--- src/rtl/burst_arb_pkg.sv ---
package burst_arb_pkg;

  typedef enum logic [1:0] {
    ST_IDLE = 2'd0,
    ST_REQ  = 2'd1,
    ST_XFER = 2'd2
  } arbState_t;

  // strobes from control to datapath
  typedef struct packed {
    logic wrSel;  // write burst requested or running
    logic rdSel;  // read burst requested or running
    logic take;   // grant accepted this cycle
    logic beat;   // one word moves this cycle
    logic done;   // last word of the burst moves this cycle
  } arbStrobe_t;

endpackage

--- src/rtl/arb_ctrl.sv ---
module arb_ctrl
  import burst_arb_pkg::*;
#(
  parameter int BURST      = 16,
  parameter int FIFO_DEPTH = 64,
  parameter int LOW_WM     = 16,
  parameter int LVL_W      = 7
) (
  input  logic             clk,
  input  logic             rstN,
  input  logic [LVL_W-1:0] wrLevel,
  input  logic [LVL_W-1:0] rdLevel,
  input  logic             dispBlank,
  input  logic             memGrant,
  input  logic             memWrReady,
  input  logic             memRdValid,
  input  logic             lastBeat,
  output arbStrobe_t       strobe,
  output logic             memReq,
  output logic             memWrite
);

  localparam logic [LVL_W:0] BURST_L  = (LVL_W+1)'(BURST);
  localparam logic [LVL_W:0] RD_LIMIT = (LVL_W+1)'(FIFO_DEPTH - BURST);
  localparam logic [LVL_W:0] WM_L     = (LVL_W+1)'(LOW_WM);

  arbState_t stateQ;
  logic      dirWrQ;
  logic      lastWasWrQ;

  logic wrOk, rdOk, rdUrgent, anyOk, pickWr, beat;

  always_comb begin
    wrOk     = {1'b0, wrLevel} >= BURST_L;
    rdOk     = {1'b0, rdLevel} <= RD_LIMIT;
    rdUrgent = {1'b0, rdLevel} <  WM_L;
    anyOk    = wrOk | rdOk;
    if (wrOk && rdOk) begin
      if (rdUrgent || dispBlank) pickWr = 1'b0;
      else                       pickWr = !lastWasWrQ;
    end else begin
      pickWr = wrOk;
    end
  end

  assign beat = (stateQ == ST_XFER) && (dirWrQ ? memWrReady : memRdValid);

  always_comb begin
    strobe.wrSel = (stateQ != ST_IDLE) &&  dirWrQ;
    strobe.rdSel = (stateQ != ST_IDLE) && !dirWrQ;
    strobe.take  = (stateQ == ST_REQ) && memGrant;
    strobe.beat  = beat;
    strobe.done  = beat && lastBeat;
  end

  assign memReq   = (stateQ == ST_REQ);
  assign memWrite = dirWrQ;

  always_ff @(posedge clk) begin
    if (!rstN) begin
      stateQ     <= ST_IDLE;
      dirWrQ     <= 1'b0;
      lastWasWrQ <= 1'b0;
    end else begin
      unique case (stateQ)
        ST_IDLE: if (anyOk) begin
          stateQ <= ST_REQ;
          dirWrQ <= pickWr;
        end
        ST_REQ: if (memGrant) stateQ <= ST_XFER;
        ST_XFER: if (beat && lastBeat) begin
          stateQ     <= ST_IDLE;
          lastWasWrQ <= dirWrQ;
        end
        default: stateQ <= ST_IDLE;
      endcase
    end
  end

  // a write request follows a write FIFO holding a full burst
  a_r1_wr_full_burst: assert property (@(posedge clk) disable iff (!rstN)
    $rose(memReq) && memWrite |-> $past({1'b0, wrLevel}) >= BURST_L);

  // a read request follows a read FIFO with room for a full burst
  a_r2_rd_room: assert property (@(posedge clk) disable iff (!rstN)
    $rose(memReq) && !memWrite |-> $past({1'b0, rdLevel}) <= RD_LIMIT);

  // a starving display wins the tie
  a_r5_urgent_read: assert property (@(posedge clk) disable iff (!rstN)
    $rose(memReq) && $past(wrOk && rdOk && rdUrgent) |-> !memWrite);

endmodule

--- src/rtl/arb_datapath.sv ---
module arb_datapath
  import burst_arb_pkg::*;
#(
  parameter int BURST       = 16,
  parameter int FRAME_WORDS = 98304,
  parameter int ADDR_W      = 17,
  parameter int CNT_W       = 4,
  parameter int PIX_W       = 16
) (
  input  logic              clk,
  input  logic              rstN,
  input  arbStrobe_t        strobe,
  input  logic              capFrameStart,
  input  logic              dispFrameStart,
  input  logic [PIX_W-1:0]  wrData,
  input  logic [PIX_W-1:0]  memRdData,
  output logic [ADDR_W-1:0] memAddr,
  output logic [PIX_W-1:0]  memWrData,
  output logic              wrPop,
  output logic              rdPush,
  output logic [PIX_W-1:0]  rdData,
  output logic              lastBeat
);

  localparam logic [ADDR_W:0]  STEP  = (ADDR_W+1)'(BURST);
  localparam logic [ADDR_W:0]  FRAME = (ADDR_W+1)'(FRAME_WORDS);
  localparam logic [CNT_W-1:0] LAST  = CNT_W'(BURST - 1);

  logic [1:0] mark, active;
  assign mark   = {dispFrameStart, capFrameStart};
  assign active = {strobe.rdSel, strobe.wrSel};

  // stream 0 = write (capture), stream 1 = read (display)
  for (genvar g = 0; g < 2; g++) begin : gStream
    logic [ADDR_W-1:0] addrQ;
    logic              pendQ;
    logic [ADDR_W:0]   bumped;

    assign bumped = {1'b0, addrQ} + STEP;

    always_ff @(posedge clk) begin
      if (!rstN) begin
        addrQ <= '0;
        pendQ <= 1'b0;
      end else if (strobe.done && active[g]) begin
        addrQ <= (pendQ || mark[g] || bumped >= FRAME) ? '0 : bumped[ADDR_W-1:0];
        pendQ <= 1'b0;
      end else if (mark[g]) begin
        if (active[g]) pendQ <= 1'b1;
        else           addrQ <= '0;
      end
    end

    // a marker outside a burst of this stream restarts it at zero
    a_r9_marker_restart: assert property (@(posedge clk) disable iff (!rstN)
      mark[g] && !active[g] |=> addrQ == '0);
  end

  logic [CNT_W-1:0] cntQ;

  always_ff @(posedge clk) begin
    if (!rstN)            cntQ <= '0;
    else if (strobe.take) cntQ <= '0;
    else if (strobe.beat) cntQ <= cntQ + 1'b1;
  end

  assign lastBeat  = (cntQ == LAST);
  assign memAddr   = strobe.rdSel ? gStream[1].addrQ : gStream[0].addrQ;
  assign memWrData = wrData;
  assign wrPop     = strobe.beat && strobe.wrSel;
  assign rdPush    = strobe.beat && strobe.rdSel;
  assign rdData    = memRdData;

  // burst addresses stay inside the frame and on burst boundaries
  a_r8_addr_legal: assert property (@(posedge clk) disable iff (!rstN)
    (strobe.wrSel || strobe.rdSel) |->
      ({1'b0, memAddr} < FRAME) && ({1'b0, memAddr} % STEP == '0));

endmodule

--- src/rtl/burst_mem_arbiter.sv ---
module burst_mem_arbiter
  import burst_arb_pkg::*;
#(
  parameter int IMG_W      = 256,
  parameter int IMG_H      = 384,
  parameter int PIX_W      = 16,
  parameter int BURST      = 16,
  parameter int FIFO_DEPTH = 64,
  parameter int LOW_WM     = 16,
  localparam int FRAME_WORDS = IMG_W * IMG_H,
  localparam int ADDR_W      = $clog2(FRAME_WORDS),
  localparam int LVL_W       = $clog2(FIFO_DEPTH + 1),
  localparam int LEN_W       = $clog2(BURST + 1),
  localparam int CNT_W       = $clog2(BURST)
) (
  input  logic              clk,
  input  logic              rstN,
  input  logic              capFrameStart,
  input  logic              dispFrameStart,
  input  logic              dispBlank,
  input  logic [LVL_W-1:0]  wrLevel,
  input  logic [PIX_W-1:0]  wrData,
  output logic              wrPop,
  input  logic [LVL_W-1:0]  rdLevel,
  output logic              rdPush,
  output logic [PIX_W-1:0]  rdData,
  output logic              memReq,
  output logic              memWrite,
  output logic [ADDR_W-1:0] memAddr,
  output logic [LEN_W-1:0]  memLen,
  input  logic              memGrant,
  output logic [PIX_W-1:0]  memWrData,
  input  logic              memWrReady,
  input  logic [PIX_W-1:0]  memRdData,
  input  logic              memRdValid
);

  arbStrobe_t strobe;
  logic       lastBeat;

  arb_ctrl #(
    .BURST(BURST), .FIFO_DEPTH(FIFO_DEPTH), .LOW_WM(LOW_WM), .LVL_W(LVL_W)
  ) uCtrl (
    .clk(clk), .rstN(rstN), .wrLevel(wrLevel), .rdLevel(rdLevel),
    .dispBlank(dispBlank), .memGrant(memGrant), .memWrReady(memWrReady),
    .memRdValid(memRdValid), .lastBeat(lastBeat), .strobe(strobe),
    .memReq(memReq), .memWrite(memWrite)
  );

  arb_datapath #(
    .BURST(BURST), .FRAME_WORDS(FRAME_WORDS), .ADDR_W(ADDR_W),
    .CNT_W(CNT_W), .PIX_W(PIX_W)
  ) uPath (
    .clk(clk), .rstN(rstN), .strobe(strobe), .capFrameStart(capFrameStart),
    .dispFrameStart(dispFrameStart), .wrData(wrData), .memRdData(memRdData),
    .memAddr(memAddr), .memWrData(memWrData), .wrPop(wrPop), .rdPush(rdPush),
    .rdData(rdData), .lastBeat(lastBeat)
  );

  assign memLen = LEN_W'(BURST);

  // a pending request keeps its direction and address
  a_r4_req_hold: assert property (@(posedge clk) disable iff (!rstN)
    memReq && !memGrant |=> memReq && $stable(memWrite) && $stable(memAddr));

  // one FIFO moves per cycle at most
  a_r10_one_side: assert property (@(posedge clk) disable iff (!rstN)
    !(wrPop && rdPush));

  // no FIFO movement without a memory request having been granted
  a_r11_no_idle_move: assert property (@(posedge clk) disable iff (!rstN)
    memReq |-> !wrPop && !rdPush);

endmodule

--- config.mk ---
export PLATFORM = sky130hd
export DESIGN_NAME = burst_mem_arbiter
export DESIGN_NICKNAME = d
export VERILOG_FILES = /design/src/rtl/burst_arb_pkg.sv /design/src/rtl/arb_ctrl.sv /design/src/rtl/arb_datapath.sv /design/src/rtl/burst_mem_arbiter.sv
export SDC_FILE = /design/constraint.sdc
export NUM_CORES = 1
export LEC_CHECK = 0
export BUFFER_PORTS_ARGS = -buffer_cell sky130_fd_sc_hd__buf_2
export CORE_MARGIN = 3
export CORE_UTILIZATION = 51
export CTS_CLUSTER_SIZE = 24
export DETAILED_ROUTE_END_ITERATION = 6
export HOLD_SLACK_MARGIN = 0.03
export PLACE_DENSITY = 0.95
export SETUP_SLACK_MARGIN = 0.02
export SLEW_MARGIN = 20
export SYNTH_ARGS = -nofsm -noshare
export SYNTH_HDL_FRONTEND = slang
export SYNTH_SLANG_ARGS = --single-unit
--- constraint.sdc ---
create_clock -name clk -period 3.05 [get_ports clk]
set_input_delay 0.7625 -clock clk [delete_from_list [all_inputs] [get_ports clk]]
set_output_delay 0.7625 -clock clk [all_outputs]
set_load 0.1 [all_outputs]
==> reports/metrics.cfg <==
[clock_network]
ctsHoldBuffers = 0
cts_sinks = 36
post_cts_resized = 0
cts-root-buf = clkbuf_8
cts_setup_buffers = 0
htreeDepth = 2
clock_latency_ns = 0.29
clockBufferDepth = 2
clk_pin_slew_ns = 0.07
cts_buffers = 5
cts_tree = yes

[place]
place_congestion = 0.8632
dp.cells = 389
port_buffers = 34
dp_slack_ns = 0.4366
hpwl_um = 3993

[floorplanning]
die_y_um = 75.96
coreArea_um2 = 4534
start_util = 0.5505
die_x_um = 75.96
rows = 24
die_area_um2 = 5770
io-pin-count = 112

[hold_path]
holdCritStartpoint = uPath.gStream[1].pendQ
worstHoldEndpoint = uPath.gStream[1].pendQ
hp-class = flop to flop
holdPathStages = 2

[cells_and_area]
layout_commonest_cell = nand2_1
stdcell_count = 396
multi_input_area_um2 = 1423
layout_common_cells = 60 x nand2_1, 35 x dfxtp_1, 32 x buf_2
num_antenna_cells = 0
drive_above_1_share = 0.1692
fillers = 400
nNetsFinal = 390
syn_to_final_growth_pct = 3.759
utilization = 0.5712
seq_area_um2 = 721.9

[power_and_ir_drop]
switching_share = 0.3022
pwr-share-clk = 0.362
internal_power_w = 0.0007126
ir_drop_mv = 0.2842
power_density_nw_per_um2 = 394.3
p_switching_w = 0.0003087
p_total_w = 0.001021
leakage_nw = 1.069
share_comb_of_total_power = 0.162
pwr-share-seq = 0.476

[drt]
wire_per_inst_um = 13.76
drcViolationCount = 0
ant_nets = 0
via_count = 2347
drtIter0Drc = 236
vias_per_cell = 5.927
wl_um = 5448
dr.pass1.iters = 5

[critical_path]
rr_startpoint = uPath.gStream[1].addrQ[4]
cp.arrival_ns = 1.89
crit_start = uCtrl.stateQ[0]
worstPathRequired_ns = 2.29
critPathLaunchType = flop
reg2reg_depth = 7
critical_path_peak_fanout = 16
reg2reg_slack_ns = 0.80
cp-end-kind = primary output
r2r-end = uPath.gStream[1].addrQ[13]
critPathKind = flop to primary output

[global_route]
antenna_found_initial = 0
grt_pass1_wl_um = 9156
track_usage = 0.1882
overflow = 0
grt_max_degree = 17
first_global_vias = 2033

[sta]
grt_setup_unrepaired = false
period_share = 0.8684
fin_skew_ns = 0.005673
hold_viol = 0
fin_ws_ns = 0.4015
max_freq_mhz = 377.6
worst_pin_slew_ns = 0.7343
finalSetupViolCount = 0
min_period_ns = 2.648
drv_slew = 0
slew_headroom = 0.4964
whs_ns = 0.4801

[job]
drv_cap = 0

[synth]
syn_area_per_cell_um2 = 7.519
synth_warnings = 0
ys_ff_latch = 36
synthArstFlopShare = 0
syn-cell-area_um2 = 2496
synth_flop_cell = dfxtp_1
seq_area_frac_synth = 0.2887
syn_inst = 332
synth_cell_types = 51
synth_edf_count = 0

[run_status]
outcome = finished, final reports clean

[per-stage QoR]
| stage | instance area (um2) | TNS (ns) |
|---|---|---|
| floorplan | 2540 | -0.3927 |
| global placement | 2494 | 0 |
| detailed placement | 2494 | 0 |
| CTS | 2590 | 0 |
| global route | 2590 | 0 |
| finish | 2590 | 0 |
[cell usage after synthesis (all sizes together), types with 4 or more instances]
cell	number	area (um2)
clkbuf	11	41.29
buf	43	324.1
nor3	9	45.04
a21oi	12	60.06
xor2	7	61.31
nand2	60	225.2
o21ai	20	100.1
nor2	11	41.29
a31oi	7	43.79
and3	10	62.56
a21o	5	37.54
ha	5	62.56
nor4	6	43.79
nand3	17	85.08
inv	8	30.03
nand4	8	50.05
mux2i	4	40.04
dfxtp	36	720.7
or3	4	25.02
[cells by family (layout without fill, tap and decap cells)]
logic type | after synthesis | after routing | synth area share
simple gates | 148 | 148 | 0.3078
compound gates | 65 | 65 | 0.1659
buf+inv | 62 | 54 | 0.1584
flops | 36 | 36 | 0.2887
xor+xnor | 10 | 10 | 0.03509
fa+ha+maj | 5 | 5 | 0.02506
mux | 4 | 4 | 0.01604
other cells | 2 | 9 | 0.003009
[power groups by stage]
stage                     Clock (W)  Sequential, W  Combinational (W)
after floorplan                   0       0.000505           0.000329
after global placement            0       0.000495           0.000163
after detailed placement          0       0.000496           0.000164
after CTS                  0.000377       0.000485           0.000165
after global routing       0.000395       0.000486           0.000177
final                      0.000370       0.000486           0.000166
[layout make-up]
class,count,area share
tap,65,0.03140
timing repair buffer,39,0.09179
multi-input combinational,241,0.5493
sequential,36,0.2787
inverter,8,0.01159
clock buffer,7,0.03720
[worst max path at each step]
stage | to | slack (ns) | cells after the start
after floorplan | memAddr[12] | -0.20 | 3
after global placement | wrPop | 0.43 | 4
after detailed placement | wrPop | 0.44 | 4
after CTS | memAddr[7] | 0.42 | 5
after global routing | memAddr[6] | 0.28 | 5
final | memAddr[7] | 0.40 | 5
[state kept, by name (all words and copies together) (netlist names)]
signal / count
uPath.cntQ: 4
uCtrl.lastWasWrQ: 1
uPath.gStream.addrQ: 26
uCtrl.memWrite: 1
uCtrl.stateQ: 2
uPath.gStream.pendQ: 2
[routing by layer]
metal  vias up  share of wire  wire, um  GRT usage
li1       1127              -         -          -
met1      1099           0.43      2351     0.2399
met2       110           0.48      2588     0.2996
met3        11          0.081       441    0.05095
met4         0          0.012        65    0.07971
met5         -              0         0          0
[critical path, stage by stage, from the launching register on]
cell and delay [ns]:
dfxtp_1 0.43, o21bai_1 0.12, inv_1 0.39, nand2_1 0.12, nand2_1 0.10, buf_2 0.43
Note: power is estimated with default switching activity, not from simulation.
